<file path="config.mk">
export PLATFORM = sky130hd
export DESIGN_NAME = vpa_arbiter
export DESIGN_NICKNAME = d
export VERILOG_FILES = /design/src/rtl/vpa_pkg.sv /design/src/rtl/vpa_hi_find.sv /design/src/rtl/vpa_nest_stack.sv /design/src/rtl/vpa_prio_calc.sv /design/src/rtl/vpa_arbiter.sv
export SDC_FILE = /design/constraint.sdc
export NUM_CORES = 2
export LEC_CHECK = 0
export CORE_AREA = 2 2 214 300
export CTS_CLUSTER_SIZE = 20
export DETAILED_ROUTE_END_ITERATION = 8
export DIE_AREA = 0 0 216 302
export HOLD_SLACK_MARGIN = 0.05
export PLACE_DENSITY = 0.68
export SKIP_LAST_GASP = 1
export SLEW_MARGIN = 30
export SYNTH_ARGS = -nofsm -noshare
export SYNTH_HDL_FRONTEND = slang
export SYNTH_SLANG_ARGS = --single-unit
</file>
<file path="constraint.sdc">
create_clock -name clk -period 9.4 [get_ports clk]
set_input_delay 1.88 -clock clk [delete_from_list [all_inputs] [get_ports clk]]
set_output_delay 1.88 -clock clk [all_outputs]
set_load 0.01 [all_outputs]
</file>
<file path="src/rtl/vpa_pkg.sv">
package vpa_pkg;
   localparam int PRIO_W = 8;
   localparam int CLS_W  = 4;
   typedef logic [PRIO_W-1:0] prio_t;
   typedef logic [CLS_W-1:0]  cls_t;

   function automatic cls_t prio_class(prio_t p);
      return p[PRIO_W-1 -: CLS_W];
   endfunction
endpackage

</file>
<file path="src/rtl/vpa_hi_find.sv">
// Finds the highest set bit at or above word FIRST_WORD.
module vpa_hi_find #(
   parameter int NUM_BITS   = 256,
   parameter int WORD_W     = 32,
   parameter int FIRST_WORD = 1,
   parameter bit TWO_LEVEL  = 1'b1
) (
   input  logic [NUM_BITS-1:0]         bits,
   output logic                        found,
   output logic [$clog2(NUM_BITS)-1:0] idx
);
   localparam int IDX_W   = $clog2(NUM_BITS);
   localparam int NUM_WRD = NUM_BITS / WORD_W;
   localparam int LO_BIT  = FIRST_WORD * WORD_W;

   initial begin : p_param_chk
      assert (NUM_BITS % WORD_W == 0) else $error("word width must divide bit count");
      assert (FIRST_WORD < NUM_WRD) else $error("search range is empty");
   end

   if (FIRST_WORD > 0) begin : g_low
      logic unused_low;
      assign unused_low = ^bits[LO_BIT-1:0];
   end

   if (TWO_LEVEL) begin : g_two
      logic [NUM_WRD-1:0] wany;
      for (genvar w = 0; w < NUM_WRD; w++) begin : g_w
         if (w >= FIRST_WORD) begin : g_on
            assign wany[w] = |bits[w*WORD_W +: WORD_W];
         end else begin : g_off
            assign wany[w] = 1'b0;
         end
      end
      always_comb begin
         int sel_w;
         int sel_b;
         logic [WORD_W-1:0] word;
         sel_w = 0;
         sel_b = 0;
         found = 1'b0;
         for (int w = FIRST_WORD; w < NUM_WRD; w++) begin
            if (wany[w]) begin
               sel_w = w;
               found = 1'b1;
            end
         end
         word = bits[sel_w*WORD_W +: WORD_W];
         for (int b = 0; b < WORD_W; b++) begin
            if (word[b]) sel_b = b;
         end
         idx = found ? IDX_W'(sel_w * WORD_W + sel_b) : '0;
      end
   end else begin : g_flat
      always_comb begin
         found = 1'b0;
         idx   = '0;
         for (int i = LO_BIT; i < NUM_BITS; i++) begin
            if (bits[i]) begin
               found = 1'b1;
               idx   = IDX_W'(i);
            end
         end
      end
   end
endmodule

</file>
<file path="src/rtl/vpa_nest_stack.sv">
// Stack of nested in-service vectors; an empty stack reads as vector zero.
module vpa_nest_stack
   import vpa_pkg::*;
#(
   parameter int DEPTH = 16
) (
   input  logic  clk,
   input  logic  rst_n,
   input  logic  push,
   input  logic  pop,
   input  prio_t push_vec,
   output prio_t top_vec
);
   localparam int PTR_W = $clog2(DEPTH + 1);

   initial begin : p_param_chk
      assert (DEPTH >= 1) else $error("stack depth must be positive");
   end

   prio_t            stk [1:DEPTH];
   logic [PTR_W-1:0] ptr;

   always_ff @(posedge clk) begin
      if (!rst_n) begin
         ptr <= '0;
         for (int i = 1; i <= DEPTH; i++) stk[i] <= '0;
      end else if (push && pop && ptr != '0) begin
         stk[ptr] <= push_vec;
      end else if (push) begin
         stk[PTR_W'(ptr + 1'b1)] <= push_vec;
         ptr <= ptr + 1'b1;
      end else if (pop && ptr != '0) begin
         ptr <= ptr - 1'b1;
      end
   end

   assign top_vec = (ptr == '0) ? '0 : stk[ptr];

   // nesting never runs past the stack
   a_r5_no_overflow: assert property (@(posedge clk) disable iff (!rst_n)
      (push && !pop) |-> (int'(ptr) < DEPTH));

   // retire-and-nest keeps the depth
   a_r9_swap_depth: assert property (@(posedge clk) disable iff (!rst_n)
      (push && pop && ptr != '0) |=> (ptr == $past(ptr)));
endmodule

</file>
<file path="src/rtl/vpa_prio_calc.sv">
// Processor priority from the task priority and the top nested vector.
module vpa_prio_calc
   import vpa_pkg::*;
(
   input  prio_t tpr,
   input  prio_t top_vec,
   output prio_t ppr
);
   always_comb begin
      if (prio_class(tpr) >= prio_class(top_vec)) ppr = tpr;
      else ppr = {prio_class(top_vec), {(PRIO_W-CLS_W){1'b0}}};
   end
endmodule

</file>
<file path="src/rtl/vpa_arbiter.sv">
module vpa_arbiter
   import vpa_pkg::*;
#(
   parameter int NUM_VEC        = 256,
   parameter int WORD_W         = 32,
   parameter int RSVD_WORDS     = 1,
   parameter int STK_DEPTH      = 16,
   parameter int TPR_BUS_W      = 32,
   parameter bit TWO_LEVEL_FIND = 1'b1
) (
   input  logic                 clk,
   input  logic                 rst_n,
   input  logic                 set_valid,
   input  logic [7:0]           set_vec,
   input  logic                 acc_valid,
   input  logic [7:0]           acc_vec,
   input  logic                 eoi,
   input  logic                 tpr_we,
   input  logic [TPR_BUS_W-1:0] tpr_wdata,
   output logic                 pend_valid,
   output logic [7:0]           pend_vec,
   output logic [7:0]           ppr_out
);
   localparam int VEC_W    = $clog2(NUM_VEC);
   localparam int RSVD_VEC = RSVD_WORDS * WORD_W;

   initial begin : p_param_chk
      assert (VEC_W == PRIO_W) else $error("vector count must match priority width");
      assert (TPR_BUS_W >= PRIO_W) else $error("task priority bus too narrow");
      assert (STK_DEPTH >= (1 << CLS_W) - RSVD_VEC / (1 << (PRIO_W - CLS_W)))
         else $error("stack cannot hold every deliverable class");
   end

   logic [NUM_VEC-1:0] irr_q, isr_q;
   prio_t              tpr_q;
   logic               irr_found, isr_found;
   logic [VEC_W-1:0]   irr_hi, isr_hi;
   prio_t              top_vec, ppr;
   logic               eoi_eff;
   logic [NUM_VEC-1:0] set_mask, acc_mask, eoi_mask;

   if (TPR_BUS_W > PRIO_W) begin : g_tpr_hi
      logic unused_tpr_hi;
      assign unused_tpr_hi = ^tpr_wdata[TPR_BUS_W-1:PRIO_W];
   end

   vpa_hi_find #(
      .NUM_BITS(NUM_VEC), .WORD_W(WORD_W),
      .FIRST_WORD(RSVD_WORDS), .TWO_LEVEL(TWO_LEVEL_FIND)
   ) u_irr_find (.bits(irr_q), .found(irr_found), .idx(irr_hi));

   vpa_hi_find #(
      .NUM_BITS(NUM_VEC), .WORD_W(WORD_W),
      .FIRST_WORD(RSVD_WORDS), .TWO_LEVEL(TWO_LEVEL_FIND)
   ) u_isr_find (.bits(isr_q), .found(isr_found), .idx(isr_hi));

   assign eoi_eff  = eoi && isr_found;
   assign set_mask = set_valid ? (NUM_VEC'(1) << set_vec) : '0;
   assign acc_mask = acc_valid ? (NUM_VEC'(1) << acc_vec) : '0;
   assign eoi_mask = eoi_eff   ? (NUM_VEC'(1) << isr_hi)  : '0;

   always_ff @(posedge clk) begin
      if (!rst_n) begin
         irr_q <= '0;
         isr_q <= '0;
         tpr_q <= '0;
      end else begin
         irr_q <= (irr_q & ~acc_mask) | set_mask;
         isr_q <= (isr_q & ~eoi_mask) | acc_mask;
         if (tpr_we) tpr_q <= tpr_wdata[PRIO_W-1:0];
      end
   end

   vpa_nest_stack #(.DEPTH(STK_DEPTH)) u_stack (
      .clk(clk), .rst_n(rst_n),
      .push(acc_valid), .pop(eoi_eff),
      .push_vec(acc_vec), .top_vec(top_vec)
   );

   vpa_prio_calc u_prio (.tpr(tpr_q), .top_vec(top_vec), .ppr(ppr));

   assign pend_valid = irr_found && (prio_class(irr_hi) > prio_class(ppr));
   assign pend_vec   = pend_valid ? irr_hi : '0;
   assign ppr_out    = ppr;

   // reserved vectors are never offered
   a_r3_reserved: assert property (@(posedge clk) disable iff (!rst_n)
      pend_valid |-> (int'(pend_vec) >= RSVD_VEC));

   // processor priority never sits below the task priority
   a_r4_ppr_floor: assert property (@(posedge clk) disable iff (!rst_n)
      ppr_out >= tpr_q);

   // an accepted vector leaves the request set and enters service
   a_r5_accept_moves: assert property (@(posedge clk) disable iff (!rst_n)
      (acc_valid && !(set_valid && set_vec == acc_vec) && !isr_q[acc_vec])
      |=> (!irr_q[$past(acc_vec)] && isr_q[$past(acc_vec)]));

   // end-of-interrupt with nothing in service leaves service state alone
   a_r6_eoi_idle: assert property (@(posedge clk) disable iff (!rst_n)
      (eoi && !isr_found && !acc_valid) |=> $stable(isr_q));

   // only the low byte of the write is kept
   a_r7_tpr_byte: assert property (@(posedge clk) disable iff (!rst_n)
      tpr_we |=> (tpr_q == $past(tpr_wdata[PRIO_W-1:0])));

   // a set coinciding with an accept is not lost
   a_r8_set_kept: assert property (@(posedge clk) disable iff (!rst_n)
      (set_valid && acc_valid) |=> irr_q[$past(set_vec)]);

   // no stray vector while nothing is offered
   a_r10_idle_zero: assert property (@(posedge clk) disable iff (!rst_n)
      !pend_valid |-> (pend_vec == '0));
endmodule

</file>
==> results.cfg <==
[timing]
count_of_pins_over_their_slew_limit = 0
finalSetupTns_ps = 0
maxSlewHeadroom = 0.215
timing.fmax_mhz = 110
rsz0062_at_grt = false
fin_crit_share = 0.968
final.setup_skew_ps = 31.3
period_needed_ps = 9100
hold_violations = 0
setup-violations-final = 0
worst_slew_pin_slew_ps = 1170

[layout]
num-nets-final = 3969
flow.area_growth_from_synthesis_pct = 11.2
final_layout_size_suffix_gt1_frac = 0.107
layout.core_utilization = 0.603

[worst_setup_path]
cell_by_cell_trace_of_the_critical_path = nor4_1 -> nand4_1 -> or2_2 -> o311a_1 -> inv_2 -> buf_4 -> mux4_2 -> a21oi_1 -> nand4_1 -> nor3_1 -> nand2_1 -> nand2_1 -> ha_1 -> nor2b_1 -> o21ai_0 -> nand2b_1 -> a21oi_1 -> a41o_2 -> nand2b_1 -> inv_1 -> nand2_1 -> o22a_1 -> o41ai_1 -> clkdlybuf4s50_1
worst_path_max_delay_cell = nor4_1
critical_path.max_fanout = 13
crit_required_ps = 7520
critical_path.endpoint_type = output pin
critical_path_class = register to output pin
crit_path_max_incr_delay_ps = 640
start_kind = register
crit_arrival_ps = 7220
crit_path_frequent_cell = nand2_1

[die]
die-area_sq_um = 65200
die_height_um = 302
floorplan.rows = 109
boundaryPins = 71
placeableCoreArea_sq_um = 62700
fp.dieW_um = 216
starting_density_of_the_core = 0.542

[run]
cap_viol_max_count = 0

[placement]
hpwl_um = 120000
gp_routability_congestion = 1.10
port_buffer_count = 46

[cts]
clock_latency_ps = 640
cts.reportedPaths.clkPinSlew_ps = 60
ctsHoldBuffers = 0
ctsResizeCount = 0
tritoncts = yes
clockBufferDepth = 3
cts.sink_count = 656
clock_tree.htree_level_count = 3
cts_root_buf = clkbuf_16
post_cts_buffers = 0
cts_buffers = 67

[route]
routed-via-count = 34400
drc = 0
drtIter0Drc = 6171
antenna_left = 0
routed_wire_length_per_instance_um = 34.2
via_count_normalized_by_instance_count = 7.18
route.final.wire_length_um = 164000
first_pass_iters = 7

[synth]
yosys_warnings = 0
synth.most_common_cell = dfxtp_1
synth-async-reset-ratio = 0
synthCells = 3961
synth_commonest_cells = dfxtp_1, nor2_1, nand2_1
synthFlopType = dfxtp_1
synth_sequential_area_ratio = 0.424
synth_top_area_cell = dfxtp_1
synth_enable_flop_cells = 128
syn-num-nets = 4025
ys_top_cells_by_area = dfxtp_1, edfxtp_1, nor2_1, o21ai_0, nor2b_1
avgSynthCellArea_sq_um = 8.59
synth_seq_cells = 656
synthesis.area_sq_um = 34000
yosysUniqueCellTypes = 93
synth_top_cell_area_share = 0.311

[run_status]
outcome = finished clean

[power_and_ir_drop]
p_per_area_nw_per_um2 = 217
peakVddDrop_uv = 193
p_leak_nw = 12.5

[global_routing]
initial_antenna_violation_count = 8
grt_util_all_layers = 0.488
first_global_vias = 31200
first_pass_grt_wire_length_um = 228000
grt_start_max_net_pins = 287
grt_remaining_overflow = 0

[worst_hold_path]
min-delay-path-class = register to register
## power by group
part	internal, mW	total [mW]	leakage [nW]	switching, mW
registers	2.90	2.96	5.49	0.0526
clock network	1.60	2.81	1.10	1.21
logic	0.710	2.45	5.94	1.74
total	5.22	8.21	12.5	3.00
## logic make-up after synthesis
group	after synthesis	share of synthesized area
compound gates	1168	0.229
xor+xnor	10	0.00257
fa+ha+maj	10	0.00368
buf+inv	326	0.0389
flops	656	0.424
mux	135	0.0646
simple gates	1656	0.237
## registers in the layout, summed over array words and instances, names as in the netlist, named ones only
name         cells
irr_q          255
u_stack.ptr      5
u_stack.stk    128
tpr_q            8
isr_q          255
## layout make-up
class / instances / area (sq um)
timing repair buffer: 172 / 1510
inverter: 29 / 109
clock buffer: 92 / 1880
clock inverter: 26 / 353
multi-input combinational: 2979 / 18500
fill: 5691 / 24900
tap: 832 / 1040
antenna: 2 / 5.00
sequential: 656 / 14400
## final timing paths
kind                                            start                    end  slack [ps]  cells after the start
worst min-delay path             irr_q[29]$_SDFF_PN0_   irr_q[29]$_SDFF_PN0_         480                      2
worst max-delay path            irr_q[177]$_SDFF_PN0_            pend_vec[1]         300                     24
worst max register to register   isr_q[82]$_SDFF_PN0_  isr_q[147]$_SDFF_PN0_        1850                     15
worst min register to register   irr_q[29]$_SDFF_PN0_   irr_q[29]$_SDFF_PN0_         480                      2
## cell usage in the layout, fill, tap and decap left out, types with 66 or more instances in the layout
| cell | instances |
|---|---|
| o21ai_0 | 349 |
| edfxtp_1 | 128 |
| a31oi_1 | 162 |
| mux4_2 | 66 |
| nor2b_1 | 278 |
| clkbuf_16 | 68 |
| a22oi_1 | 225 |
| dfxtp_1 | 527 |
| nor4_1 | 105 |
| and2_1 | 89 |
| nor2_1 | 467 |
| a41oi_1 | 82 |
| nand2_1 | 432 |
| buf_4 | 117 |
| a21oi_1 | 109 |
## worst max-delay path, delay by kind of cell, from the launching register on
family | cells | cell delay (ps)
multiplexers | 1 | 550
buffers and inverters | 4 | 1230
AO/OA/AOI/OAI | 7 | 1480
adder cells (fa/ha/maj) | 1 | 230
flip-flops | 1 | 340
AND/OR/NAND/NOR | 11 | 2730
## per-stage QoR
stage	power, mW	area (sq um)	hold slack, ps	cells	setup WS [ps]
after floorplan	4.30	34000	449	3961	2210
after global placement	5.32	35500	464	4665	913
after detailed placement	5.33	35500	474	4665	894
after CTS	8.07	37700	481	4783	203
after global routing	8.31	37800	501	4786	23.3
final	8.21	37800	483	4788	299
## metal layers
metal	wire, um	global-route usage	vias to the layer above
met5	46	0	-
met4	14600	0.351	6
met1	57600	0.585	16300
li1	-	-	14500
met3	21200	0.156	719
met2	70300	0.740	2810
No activity file was read; power rests on OpenSTA's default activity.
